$ cat src/rtl/wfetch_pkg.sv
package wfetch_pkg;

   localparam int unsigned BLEN_W = 5;

   typedef enum logic [2:0] {
      PF_PAL8    = 3'd0,
      PF_RGB1555 = 3'd1,
      PF_RGB565  = 3'd2,
      PF_XRGB    = 3'd3,
      PF_ARGB    = 3'd4
   } pix_fmt_e;

   typedef enum logic {
      WS_IDLE = 1'b0,
      WS_RUN  = 1'b1
   } walk_state_e;

   // Natural burst length in words for a format code; unknown codes
   // fall back to the 32-bit unpacked case.
   function automatic logic [BLEN_W-1:0] fmt_burst_words(input logic [2:0] code);
      logic [BLEN_W-1:0] w;
      case (code)
         PF_PAL8:    w = BLEN_W'(8);
         PF_RGB1555: w = BLEN_W'(16);
         PF_RGB565:  w = BLEN_W'(16);
         PF_XRGB:    w = BLEN_W'(16);
         PF_ARGB:    w = BLEN_W'(16);
         default:    w = BLEN_W'(16);
      endcase
      return w;
   endfunction

endpackage

$ cat src/rtl/wfetch_burst_sel.sv
module wfetch_burst_sel
   import wfetch_pkg::*;
#(
   parameter int unsigned FBW_W     = 16,
   parameter int unsigned NARROW_PX = 128,
   parameter int unsigned SHORT_LEN = 4
) (
   input  logic [2:0]        fmt,
   input  logic [FBW_W-1:0]  fb_width,
   output logic [BLEN_W-1:0] burst_words
);

   localparam logic [FBW_W-1:0] NARROW_LIM = FBW_W'(NARROW_PX);

   logic [BLEN_W-1:0] natural_len;

   always_comb natural_len = fmt_burst_words(fmt);

   generate
      if (NARROW_PX > 0) begin : g_narrow_fallback
         always_comb begin
            if (fb_width < NARROW_LIM) burst_words = BLEN_W'(SHORT_LEN);
            else                       burst_words = natural_len;
         end
      end else begin : g_format_only
         logic unused_fbw;
         assign unused_fbw  = ^fb_width;
         assign burst_words = natural_len;
      end
   endgenerate

   always_comb begin
      AST_BURST_LEGAL: assert (burst_words == 5'd4 || burst_words == 5'd8 || burst_words == 5'd16);
   end

endmodule

$ cat src/rtl/wfetch_clip.sv
module wfetch_clip
   import wfetch_pkg::*;
#(
   parameter int unsigned ADDR_W = 32
) (
   input  logic [BLEN_W-1:0] burst_words,
   input  logic [ADDR_W-1:0] line_rem_words,
   input  logic [ADDR_W-1:0] end_rem_words,
   output logic [BLEN_W-1:0] len_words
);

   localparam int unsigned PAD = ADDR_W - BLEN_W;

   logic [ADDR_W-1:0] burst_ext;
   logic [ADDR_W-1:0] step1;

   always_comb begin
      burst_ext = {{PAD{1'b0}}, burst_words};
      step1     = (line_rem_words < burst_ext) ? line_rem_words : burst_ext;
      if (end_rem_words < step1) len_words = end_rem_words[BLEN_W-1:0];
      else                       len_words = step1[BLEN_W-1:0];
   end

   always_comb begin
      AST_CLIP_BOUND: assert (len_words <= burst_words);
   end

endmodule

$ cat src/rtl/wfetch_walker.sv
module wfetch_walker
   import wfetch_pkg::*;
#(
   parameter int unsigned ADDR_W = 32
) (
   input  logic              clk,
   input  logic              rst_n,
   input  logic              frame_start,
   input  logic              win_en,
   input  logic [ADDR_W-1:0] base,
   input  logic [ADDR_W-1:0] line_bytes,
   input  logic [ADDR_W-1:0] skip_bytes,
   input  logic [ADDR_W-1:0] end_addr,
   input  logic [BLEN_W-1:0] burst_in,
   input  logic              req_ready,
   output logic              req_valid,
   output logic [ADDR_W-1:0] req_addr,
   output logic [BLEN_W-1:0] req_len,
   output logic              frame_done
);

   localparam int unsigned PAD = ADDR_W - BLEN_W - 2;

   walk_state_e       state_q;
   logic [ADDR_W-1:0] addr_q, line_start_q, line_end_q, end_q, stride_q, lbytes_q;
   logic [BLEN_W-1:0] burst_q;
   logic              done_q;

   logic [ADDR_W-1:0] line_rem_w, end_rem_w, nxt_addr, nxt_line;
   logic [BLEN_W-1:0] len;
   logic              accept, line_over;

   always_comb begin
      line_rem_w = (line_end_q - addr_q) >> 2;
      end_rem_w  = (end_q - addr_q) >> 2;
   end

   wfetch_clip #(.ADDR_W(ADDR_W)) i_clip (
      .burst_words   (burst_q),
      .line_rem_words(line_rem_w),
      .end_rem_words (end_rem_w),
      .len_words     (len)
   );

   always_comb begin
      req_valid = (state_q == WS_RUN) && win_en && (len != '0) && !done_q;
      req_addr  = addr_q;
      req_len   = len;
      accept    = req_valid && req_ready;
      nxt_addr  = addr_q + {{PAD{1'b0}}, len, 2'b00};
      nxt_line  = line_start_q + stride_q;
      line_over = (nxt_addr >= line_end_q) || (nxt_addr >= end_q);
   end

   always_ff @(posedge clk or negedge rst_n) begin
      if (!rst_n) begin
         state_q      <= WS_IDLE;
         addr_q       <= '0;
         line_start_q <= '0;
         line_end_q   <= '0;
         end_q        <= '0;
         stride_q     <= '0;
         lbytes_q     <= '0;
         burst_q      <= '0;
         done_q       <= 1'b0;
      end else if (frame_start) begin
         burst_q      <= burst_in;
         end_q        <= end_addr;
         stride_q     <= line_bytes + skip_bytes;
         lbytes_q     <= line_bytes;
         addr_q       <= base;
         line_start_q <= base;
         line_end_q   <= base + line_bytes;
         if (line_bytes == '0 || base >= end_addr) begin
            state_q <= WS_IDLE;
            done_q  <= 1'b1;
         end else begin
            state_q <= WS_RUN;
            done_q  <= 1'b0;
         end
      end else if (state_q == WS_RUN) begin
         if (len == '0) begin
            state_q <= WS_IDLE;
            done_q  <= 1'b1;
         end else if (accept) begin
            if (line_over) begin
               if (nxt_line >= end_q || nxt_addr >= end_q) begin
                  state_q <= WS_IDLE;
                  done_q  <= 1'b1;
               end else begin
                  addr_q       <= nxt_line;
                  line_start_q <= nxt_line;
                  line_end_q   <= nxt_line + lbytes_q;
               end
            end else begin
               addr_q <= nxt_addr;
            end
         end
      end
   end

   assign frame_done = done_q;

   AST_BELOW_END: assert property (@(posedge clk) disable iff (!rst_n)
      req_valid |-> (nxt_addr <= end_q));
   AST_IN_LINE: assert property (@(posedge clk) disable iff (!rst_n)
      req_valid |-> (nxt_addr <= line_end_q));
   AST_STALL_HOLD: assert property (@(posedge clk) disable iff (!rst_n)
      (req_valid && !req_ready && !frame_start) |=> $stable(req_addr));
   AST_GATED_BY_EN: assert property (@(posedge clk) disable iff (!rst_n)
      !win_en |-> !req_valid);
   AST_DONE_QUIET: assert property (@(posedge clk) disable iff (!rst_n)
      frame_done |-> !req_valid);
   AST_DONE_HELD: assert property (@(posedge clk) disable iff (!rst_n)
      (frame_done && !frame_start) |=> frame_done);

endmodule

$ cat src/rtl/wfetch_addr_gen.sv
module wfetch_addr_gen
   import wfetch_pkg::*;
#(
   parameter int unsigned ADDR_W    = 32,
   parameter int unsigned FBW_W     = 16,
   parameter int unsigned NARROW_PX = 128,
   parameter int unsigned SHORT_LEN = 4
) (
   input  logic              clk,
   input  logic              rst_n,
   input  logic              frame_start,
   input  logic              win_en,
   input  logic [ADDR_W-1:0] cfg_base,
   input  logic [ADDR_W-1:0] cfg_line_bytes,
   input  logic [ADDR_W-1:0] cfg_skip_bytes,
   input  logic [ADDR_W-1:0] cfg_end,
   input  logic [2:0]        cfg_fmt,
   input  logic [FBW_W-1:0]  cfg_fb_width,
   input  logic              req_ready,
   output logic              req_valid,
   output logic [ADDR_W-1:0] req_addr,
   output logic [4:0]        req_len,
   output logic              frame_done
);

   generate
      if (ADDR_W < 12 || ADDR_W > 64) begin : g_bad_addr_w
         $error("wfetch_addr_gen: ADDR_W out of range");
      end
      if (FBW_W < 8 || FBW_W > 16) begin : g_bad_fbw_w
         $error("wfetch_addr_gen: FBW_W out of range");
      end
      if (NARROW_PX >= (1 << FBW_W)) begin : g_bad_narrow
         $error("wfetch_addr_gen: NARROW_PX exceeds width range");
      end
      if (SHORT_LEN == 0 || SHORT_LEN > 16) begin : g_bad_short
         $error("wfetch_addr_gen: SHORT_LEN out of range");
      end
   endgenerate

   logic [BLEN_W-1:0] burst_sel;

   wfetch_burst_sel #(
      .FBW_W    (FBW_W),
      .NARROW_PX(NARROW_PX),
      .SHORT_LEN(SHORT_LEN)
   ) i_burst_sel (
      .fmt        (cfg_fmt),
      .fb_width   (cfg_fb_width),
      .burst_words(burst_sel)
   );

   wfetch_walker #(.ADDR_W(ADDR_W)) i_walker (
      .clk        (clk),
      .rst_n      (rst_n),
      .frame_start(frame_start),
      .win_en     (win_en),
      .base       (cfg_base),
      .line_bytes (cfg_line_bytes),
      .skip_bytes (cfg_skip_bytes),
      .end_addr   (cfg_end),
      .burst_in   (burst_sel),
      .req_ready  (req_ready),
      .req_valid  (req_valid),
      .req_addr   (req_addr),
      .req_len    (req_len),
      .frame_done (frame_done)
   );

   AST_NO_REQ_IN_RESET: assert property (@(posedge clk)
      !rst_n |-> !req_valid);

endmodule

$ cat config.mk
export PLATFORM = sky130hd
export DESIGN_NAME = wfetch_addr_gen
export DESIGN_NICKNAME = d
export VERILOG_FILES = /design/src/rtl/wfetch_pkg.sv /design/src/rtl/wfetch_burst_sel.sv /design/src/rtl/wfetch_clip.sv /design/src/rtl/wfetch_walker.sv /design/src/rtl/wfetch_addr_gen.sv
export SDC_FILE = /design/constraint.sdc
export NUM_CORES = 1
export LEC_CHECK = 0
export BUFFER_PORTS_ARGS = -buffer_cell sky130_fd_sc_hd__buf_2
export CORE_MARGIN = 3
export CORE_UTILIZATION = 60
export CTS_BUF_LIST = sky130_fd_sc_hd__clkbuf_4
export DETAILED_ROUTE_END_ITERATION = 12
export PLACE_DENSITY_LB_ADDON = 0.05
export RECOVER_POWER = 25
export SYNTH_ARGS = -nofsm -noshare
export SYNTH_HDL_FRONTEND = slang
export SYNTH_SLANG_ARGS = --single-unit
$ cat constraint.sdc
create_clock -name clk -period 28.3 [get_ports clk]
set_input_delay 2.83 -clock clk [delete_from_list [all_inputs] [get_ports clk]]
set_output_delay 2.83 -clock clk [all_outputs]
set_load 0.01 [all_outputs]
==> results.toml, run 1 <==
[sta]
slew_violations = 204
max-slew-margin-rel = -1.58
fin_crit_ns = 16.24
worstMarginPinSlew_ns = 3.87
post-route-period-util = 0.574
finalClockSkew_ns = 0.0367
setup_ws_ns = 12.06
fmax_mhz = 61.6
rsz0062_at_grt = "no"
whs_ns = 0.517
fin_setup_tns_ns = 0
hold_violations = 0
setup_viol = 0

[setup_path]
critical_path_class = "reg -> reg"
r2r_end = "i_walker.line_end_q[24]"
cp.arrival_ns = 16.77
r2r_start = "i_walker.req_addr[1]"
setup.worst_path.end_class = "register"
crit_end = "i_walker.line_end_q[24]"
crit_top_cell = "a21oi_1"
worstPathMaxFanout = 65
crit_start = "i_walker.req_addr[1]"
rrSetupSlack_ns = 12.06
cp-start-kind = "register"
cp.required_ns = 28.83
cpMaxStageDelayCell = "buf_4"
rr_worst_depth = 54
max_stage_delay_ns = 0.88

[clock_network]
cts.clk_slew.worst_paths_ns = 0.16
cts-root-buf = "clkbuf_4"
cts_tree = "done"
cts.sinks = 197
cts.repair.resized = 0
cts_hold_buf = 0
clockBufferDepth = 2
clk_latency_ns = 0.65
cts_buffers = 17
cts_setup_buffers = 0
htree_levels = 4

[global_route]
grt_pass1_vias = 20200
grt_use_total = 0.350
grt_pass1_wl_microns = 107000
grt_overflow = 0
antenna_found_initial = 4
grt_start_max_net_pins = 95

[route]
drt-initial-drc-count = 1958
drt-pass1-iter-count = 7
drc = 0
avgViaCountPerCell = 6.41
vias = 20900
drt-total-wl_microns = 69400
antenna_left = 0
wire_per_inst_microns = 21.3

[yosys]
synth-seq-area-share = 0.224
postSynthAreaPerCell_sq_um = 8.45
netlist_area_sq_um = 22000
synthArstFlopShare = 1.00
synthFlopType = "dfrtp_1"
synth-seq-cells = 197
syn_inst = 2605
synth_warnings = 0
netlist-cell-type-count = 82
synth_edf_count = 0

[place]
portBuffers = 183
hpwl_microns = 57100
dp_slack_ns = 12.45
routabilityCongestion = 1.02

[hold_path]
min_path_type = "reg -> reg"

[die]
io_pins = 191
die_y_microns = 198
num_rows = 69
dieArea_sq_um = 39000
start_util = 0.615
coreArea_sq_um = 35800
die_w_microns = 198

[power]
ir_drop_uv = 46.4
leakagePower_nw = 11.5
powerDensity_nw_per_um2 = 79.1
total_power_mw = 1.88

[finish]
nets = 3287
syn_to_final_growth_pct = 7.76
drive_gt1_frac = 0.123

[outcome]
status = "complete, but fails checks"
violations = "max-capacitance violations, max-slew violations"

[flow_run]
drv_cap = 3
cells in the mapped netlist, drive strengths merged, types with 43 or more instances:
cell type	number	share of area
nor2	182	0.031
dfrtp	197	0.22
inv	184	0.031
o21ai	182	0.041
nand4	43	0.012
mux2i	91	0.042
nand2	172	0.029
mux2	65	0.033
xnor2	127	0.051
ha	350	0.20
nand3	55	0.013
nor3	100	0.023
a21o	91	0.031
xor2	46	0.018
clkbuf	49	0.0084
a21oi	201	0.046
critical path, delay by kind of cell, from the launching register on:
kind,cells,cell delay (ns)
fa+ha+maj,5,1.49
simple gates,23,6.89
flops,1,0.52
compound gates,20,4.53
xor+xnor,2,0.52
mux,1,0.48
buf+inv,3,1.58
per-stage QoR:
stage	instances	util	cell area [sq um]
final	3258	0.662	23700
after global routing	3258	0.662	23700
after CTS	3254	0.663	23700
after detailed placement	3222	0.655	23500
after global placement	3222	0.655	23500
after floorplan	2629	-	22100
where the power goes:
part | switching [mW] | total (mW) | internal, mW
Clock | 0.103 | 0.158 | 0.0554
Sequential | 0.0499 | 0.373 | 0.323
Combinational | 0.796 | 1.35 | 0.549
Total | 0.949 | 1.88 | 0.928
state kept, by name, indices dropped and copies added (netlist names):
signal and cells:
i_walker.line_end_q 32, i_walker.stride_q 32, i_walker.line_start_q 32, i_walker.req_addr 32, i_walker.lbytes_q 32, i_walker.frame_done 1, i_walker.state_q 1, i_walker.end_q 32
i_walker.burst_q 3
area by class of cell:
| type | count | area (sq um) |
|---|---|---|
| diodes | 4 | 10.0 |
| clock buffers | 20 | 150 |
| clock inverters | 12 | 129 |
| fillers | 2961 | 12100 |
| inverters | 184 | 692 |
| multi-input cells | 2177 | 16200 |
| flip-flops and latches | 197 | 4930 |
| well taps | 461 | 577 |
| repair buffers | 203 | 1060 |
kinds of logic after synthesis:
logic type                 Yosys count  synth area share
muxes                              156            0.0752
DFF                                197             0.224
AOI/OAI and AO/OA                  746             0.223
other                                1          0.000170
xor gates and xnor gates           173            0.0688
buffers and inverters              255            0.0463
adders and majority gates          355             0.203
and+or+nand+nor                    722             0.159
how the worst min path moves through the flow:
stage	slack, ns	startpoint	endpoint	cells past startpoint
3_5_place_dp	0.48	i_walker.stride_q[26]	i_walker.stride_q[26]	2
4_1_cts	0.52	i_walker.stride_q[26]	i_walker.stride_q[26]	2
3_3_place_gp	0.48	i_walker.stride_q[26]	i_walker.stride_q[26]	2
5_1_grt	0.54	i_walker.lbytes_q[12]	i_walker.lbytes_q[12]	1
6_report	0.52	i_walker.stride_q[26]	i_walker.stride_q[26]	2
2_1_floorplan	0.46	i_walker.stride_q[26]	i_walker.stride_q[26]	2
metal layers:
layer,vias up,GRT usage,share of wire
met2,944,0.555,0.44
met1,9882,0.493,0.43
met5,-,0,0
met3,125,0.0466,0.086
li1,9939,-,-
met4,0,0.125,0.038
layout by cell type, fill, tap and decap left out, types with 89 or more instances in the layout:
cell,netlist,layout
a21oi_1,200,200
nand2_1,172,172
nor2_1,182,182
ha_1,350,350
mux2i_1,90,89
inv_1,182,182
a21o_1,91,91
o21ai_0,173,173
dfrtp_1,197,197
buf_2,10,181
nor3_1,99,99
xnor2_1,127,127
Power figures use the tool's default switching activity.
==> run 2: changes to the inputs <==
==> constraint.sdc (replaced) <==
create_clock -name clk -period 16.1 [get_ports clk]
set_input_delay 1.61 -clock clk [delete_from_list [all_inputs] [get_ports clk]]
set_output_delay 1.61 -clock clk [all_outputs]
set_load 0.01 [all_outputs]
==> run 2 against run 1 <==
The flow still finishes with violations (max-capacitance violations, max-slew violations). Worst setup slack got worse by 11 ns. First-iteration DRC count up 2.6%. Clock skew fell by 0.0017 ns. Clock-buffer cell count down 2. Critical path depth is 3 lower. Flip-flop and latch count unchanged. Core utilization up 0.056 points. Maximum frequency rose by 7.9%. Non-clock buffer count shrank 1. Clock power grew 81%. Die area is the same. Critical endpoint is now i_walker.req_addr[3].
==> results.toml, run 2 (same netlist as run 1, synthesis figures left out) <==
[outcome]
status = "complete, but fails checks"
violations = "max-capacitance violations, max-slew violations"

[die]
die_y_microns = 198
coreArea_sq_um = 35800
io_pins = 191
dieArea_sq_um = 39000
die_w_microns = 198
num_rows = 69
start_util = 0.615

[route]
avgViaCountPerCell = 6.45
drc = 0
drt-initial-drc-count = 2008
vias = 21000
drt-total-wl_microns = 70400
drt-pass1-iter-count = 6
antenna_left = 0
wire_per_inst_microns = 21.6

[clock_network]
htree_levels = 4
clockBufferDepth = 2
cts-root-buf = "clkbuf_4"
clk_latency_ns = 0.63
cts_tree = "done"
cts.sinks = 197
cts_hold_buf = 0
cts_setup_buffers = 0
cts.clk_slew.worst_paths_ns = 0.16
cts_buffers = 17
cts.repair.resized = 0

[sta]
fin_setup_tns_ns = 0
post-route-period-util = 0.935
finalClockSkew_ns = 0.0350
max-slew-margin-rel = -1.84
setup_viol = 0
slew_violations = 290
fmax_mhz = 66.4
hold_violations = 0
fin_crit_ns = 15.05
rsz0062_at_grt = "no"
worstMarginPinSlew_ns = 4.26

[power]
leakagePower_nw = 11.5
intPower_mw = 1.64
combinationalPowerShare = 0.715
total_power_mw = 3.31
powerDensity_nw_per_um2 = 139
switching_power_mw = 1.67
ir_drop_uv = 69.3
seqPwrFrac = 0.199
p_clk_frac = 0.086
sw_frac_of_total = 0.505

[place]
hpwl_microns = 58200
portBuffers = 183
postPlaceCellArea_sq_um = 23500
routabilityCongestion = 0.977

[finish]
final_common_cell = "ha_1"
n_fill_cell = 2971
nets = 3286
layout_common_cells = "ha_1, a21oi_1, dfrtp_1"
postLayoutCellArea_sq_um = 23700
drive_gt1_frac = 0.121
syn_to_final_growth_pct = 7.85

[global_route]
grt_pass1_vias = 20200
grt_overflow = 0
antenna_found_initial = 6
grt_start_max_net_pins = 92
grt_use_total = 0.353
grt_pass1_wl_microns = 108000

[setup_path]
critical_path_class = "reg -> reg"
worstPathMaxFanout = 54
setup.worst_path.end_class = "register"
rr_worst_depth = 51
crit_top_cell = "o21ai_0"
r2r_start = "i_walker.req_addr[1]"
cpMaxStageDelayCell = "or4_4"
rrSetupSlack_ns = 1.05
r2r_end = "i_walker.req_addr[3]"
max_stage_delay_ns = 0.64
cp.arrival_ns = 15.40
cp.required_ns = 16.45
cp-start-kind = "register"

[flow_run]
drv_cap = 4

[hold_path]
min_path_type = "reg -> reg"
min_from = "i_walker.stride_q[26]"
hold_end = "i_walker.stride_q[26]"
hold_depth = 2
-- run 2: final cells by class --
| cell class | instances | area [sq um] | share of cell area |
|---|---|---|---|
| Clock inverter | 14 | 158 | 0.00664 |
| Antenna cell | 6 | 15.0 | 0.000632 |
| Multi-Input combinational cell | 2177 | 16200 | 0.681 |
| Clock buffer | 18 | 135 | 0.00569 |
| Sequential cell | 197 | 4930 | 0.208 |
| Tap cell | 461 | 577 | 0.0243 |
| Timing Repair Buffer | 202 | 1060 | 0.0447 |
| Inverter | 184 | 692 | 0.0291 |
-- run 2: how the worst max path moves through the flow --
stage                                     from                     to  slack, ns
after floorplan           i_walker.req_addr[1]   i_walker.req_addr[4]       4.38
after global placement    i_walker.req_addr[1]  i_walker.req_addr[24]       1.58
after detailed placement  i_walker.req_addr[1]  i_walker.req_addr[24]       1.41
after CTS                 i_walker.req_addr[1]  i_walker.req_addr[24]       1.29
after global routing      i_walker.req_addr[1]   i_walker.req_addr[6]       0.28
final                     i_walker.req_addr[1]   i_walker.req_addr[3]       1.05
-- run 2: worst max-delay path, delay by kind of cell, from the launching register on --
kind	cells	cell delay [ns]
buf+inv	2	0.70
mux	3	0.70
fa+ha+maj	5	1.49
compound gates	19	4.45
xor+xnor	2	0.46
flops	1	0.53
simple gates	20	6.39
-- run 2: through the flow --
step           hold slack, ns  std cells  worst slack (ns)   util
2_1_floorplan           0.458       2629              4.38      -
3_3_place_gp            0.476       3221              1.58  0.655
3_5_place_dp            0.483       3221              1.41  0.655
4_1_cts                 0.520       3253              1.29  0.663
5_1_grt                 0.550       3259             0.279  0.663
6_report                0.520       3259              1.05  0.663
-- run 2: per-layer routing --
layer  up-vias  wire length [microns]  global-route usage
met1     10100                  31300               0.503
met4         0                   2260               0.117
li1       9931                      -                   -
met5         -                      0                   0
met3       115                   5170              0.0404
met2       898                  31700               0.564
-- run 2: power by group through the flow --
stage               clock network [mW]  registers [mW]  logic [mW]
finish                           0.286           0.658        2.36
global route                     0.309           0.665        2.59
CTS                              0.291           0.652        2.31
detailed placement                   0           0.662        2.29
global placement                     0           0.657        2.21
floorplan                            0           0.627        1.68
==> run 3: changes to the inputs <==
--- a/config.mk
+++ b/config.mk
@@ -12,6 +12,8 @@
 export DETAILED_ROUTE_END_ITERATION = 12
 export PLACE_DENSITY_LB_ADDON = 0.05
 export RECOVER_POWER = 25
+export SETUP_SLACK_MARGIN = 0.15
 export SYNTH_ARGS = -nofsm -noshare
 export SYNTH_HDL_FRONTEND = slang
+export SYNTH_HIERARCHICAL = 1
 export SYNTH_SLANG_ARGS = --single-unit
==> run 3 against run 2 <==
The run still ends with max-capacitance violations, max-slew violations left. Clock power is essentially flat. Worst hold slack worse by 0.0094 ns. Clock skew shrank 0.0039 ns. Critical endpoint is now i_walker/req_addr[14]. Register-to-register slack improved by 2.3 ns. Sequential share of layout area up 0.38 points. Final area down 0.78%. Sequential power rose by 4.3%. Die area fell by 1.3%.
==> results.toml, run 3 <==
[outcome]
status = "complete, but fails checks"
violations = "max-capacitance violations, max-slew violations"

[finish]
final_common_cell = "ha_1"
nets = 3299
fin_util = 0.661
n_fill_cell = 3033
layout_common_cells = "ha_1, nand2_1, a21oi_1"
multi_input_area_sq_um = 15900
postLayoutCellArea_sq_um = 23600
drive_gt1_frac = 0.123
seq_area_sq_um = 4980
syn_to_final_growth_pct = 8.44
final_cells = 3265

[flow_run]
drv_cap = 5

[power]
total_power_mw = 3.75
powerDensity_nw_per_um2 = 159
leakagePower_nw = 11.2
ir_drop_uv = 89.0

[clock_network]
clockBufferDepth = 2
clk_latency_ns = 0.64
cts.sinks = 199
cts_tree = "done"
cts.clk_slew.worst_paths_ns = 0.19
cts_buffers = 17
cts.repair.resized = 0
cts_setup_buffers = 0
cts-root-buf = "clkbuf_4"
cts_hold_buf = 0
htree_levels = 4

[yosys]
netlist_area_sq_um = 21700
synthTopCellsByCount = "ha_1, nand2_1, a21oi_1"
synth_edf_count = 0
synthTopCellsByArea = "dfrtp_1, ha_1, a21oi_1"
synth_top_area_share = 0.229
synthArstFlopShare = 1.00
synth-seq-cells = 199
synth-seq-area-share = 0.229
synth.largest_area_cell = "dfrtp_1"
synth.most_common_cell = "ha_1"
synthFlopType = "dfrtp_1"
synth_warnings = 6
netlist-cell-type-count = 91
syn_inst = 2595
postSynthAreaPerCell_sq_um = 8.37

[place]
hpwl_microns = 55700
routabilityCongestion = 0.953
dp_slack_ns = 3.56
portBuffers = 183
placed_cells = 3230
postPlaceCellArea_sq_um = 23300

[route]
antenna_left = 0
avgViaCountPerCell = 6.31
wl_met1_microns = 31300
vias = 20600
wl_met3_microns = 5200
wl_met2_microns = 30000
drc = 0
drt-pass1-iter-count = 6
wire_per_inst_microns = 20.9
dr.max_layer_used = "met4"
drt-initial-drc-count = 1815
drt-total-wl_microns = 68100

[sta]
fin_crit_ns = 12.76
fmax_mhz = 78.4
whs_ns = 0.511
finalClockSkew_ns = 0.0311
worstMarginPinSlew_ns = 4.08
hold_violations = 0
rsz0062_at_grt = "no"
setup_ws_ns = 3.34
max-slew-margin-rel = -1.72
setup_viol = 0
fin_setup_tns_ns = 0
post-route-period-util = 0.792
slew_violations = 325

[die]
coreArea_sq_um = 35700
dieArea_sq_um = 38500
num_rows = 69
die_w_microns = 196
io_pins = 191
start_util = 0.609
die_y_microns = 196

[hold_path]
min_path_type = "reg -> reg"

[setup_path]
cp.required_ns = 16.67
cp.arrival_ns = 13.32
worstPathMaxFanout = 26
crit_top_cell = "a21oi_1"
cpMaxStageDelayCell = "nor4b_2"
cp-start-kind = "register"
max_stage_delay_ns = 0.85
critical_path_class = "reg -> reg"
setup.worst_path.end_class = "register"

[global_route]
antenna_found_initial = 3
grt_pass1_vias = 19600
grt_pass1_wl_microns = 105000
grt_overflow = 0
grt_start_max_net_pins = 76
grt_use_total = 0.346
[run 3: changes by cell type after synthesis, sizes merged, moves of 19 or more]
cell | before | now
mux2i | 91 | 29
nor2b | 41 | 22
xor2 | 46 | 71
nor3 | 100 | 45
a211oi | 38 | 70
nand2 | 172 | 219
[run 3: cell type report]
class / count / share of cell area
repair buffers: 212 / 0.0475
multi-input cells: 2180 / 0.676
well taps: 461 / 0.0245
inverters: 178 / 0.0284
clock buffers: 17 / 0.00542
diodes: 3 / 0.000319
clock inverters: 15 / 0.00680
flip-flops and latches: 199 / 0.211
[run 3: cell families (layout without fill, tap and decap cells)]
logic type / Yosys count / in the layout / synth area share
xor gates and xnor gates: 180 / 180 / 0.0726
muxes: 92 / 92 / 0.0460
and+or+nand+nor: 714 / 714 / 0.162
buffers and inverters: 246 / 422 / 0.0441
adders and majority gates: 359 / 359 / 0.208
other: 3 / 36 / 0.000518
DFF: 199 / 199 / 0.229
AOI/OAI and AO/OA: 802 / 802 / 0.238
[run 3: where the power goes]
group          switching (mW)  internal [mW]
logic                    1.63           1.14
clock network           0.202         0.0833
registers              0.0993          0.587
total                    1.94           1.81
[run 3: worst paths after layout]
path	from	end	slack, ns	cells after the start
max	i_walker/req_addr[1]	i_walker/req_addr[14]	3.34	44
min	i_walker/stride_q[4]	i_walker/stride_q[4]	0.51	1
max reg2reg	i_walker/req_addr[1]	i_walker/req_addr[14]	3.34	44
min reg2reg	i_walker/stride_q[4]	i_walker/stride_q[4]	0.51	1
max in group asynchronous	rst_n	i_walker/stride_q[23]	8.99	2
min in group asynchronous	rst_n	i_walker/end_q[30]	2.00	1
[run 3: worst max-delay path, delay by kind of cell (launching register included)]
family                   cells  cell delay (ns)
AO/OA/AOI/OAI               21             5.54
AND/OR/NAND/NOR             11             3.19
adder cells (fa/ha/maj)      4             1.31
buffers and inverters        4             0.85
XOR/XNOR                     2             0.61
multiplexers                 2             0.60
flip-flops                   1             0.55
[run 3: metal layers]
| metal | track usage | vias up |
|---|---|---|
| met1 | 0.510 | 9839 |
| met4 | 0.0922 | 0 |
| met3 | 0.0414 | 73 |
| li1 | - | 9916 |
| met5 | 0 | - |
| met2 | 0.541 | 786 |
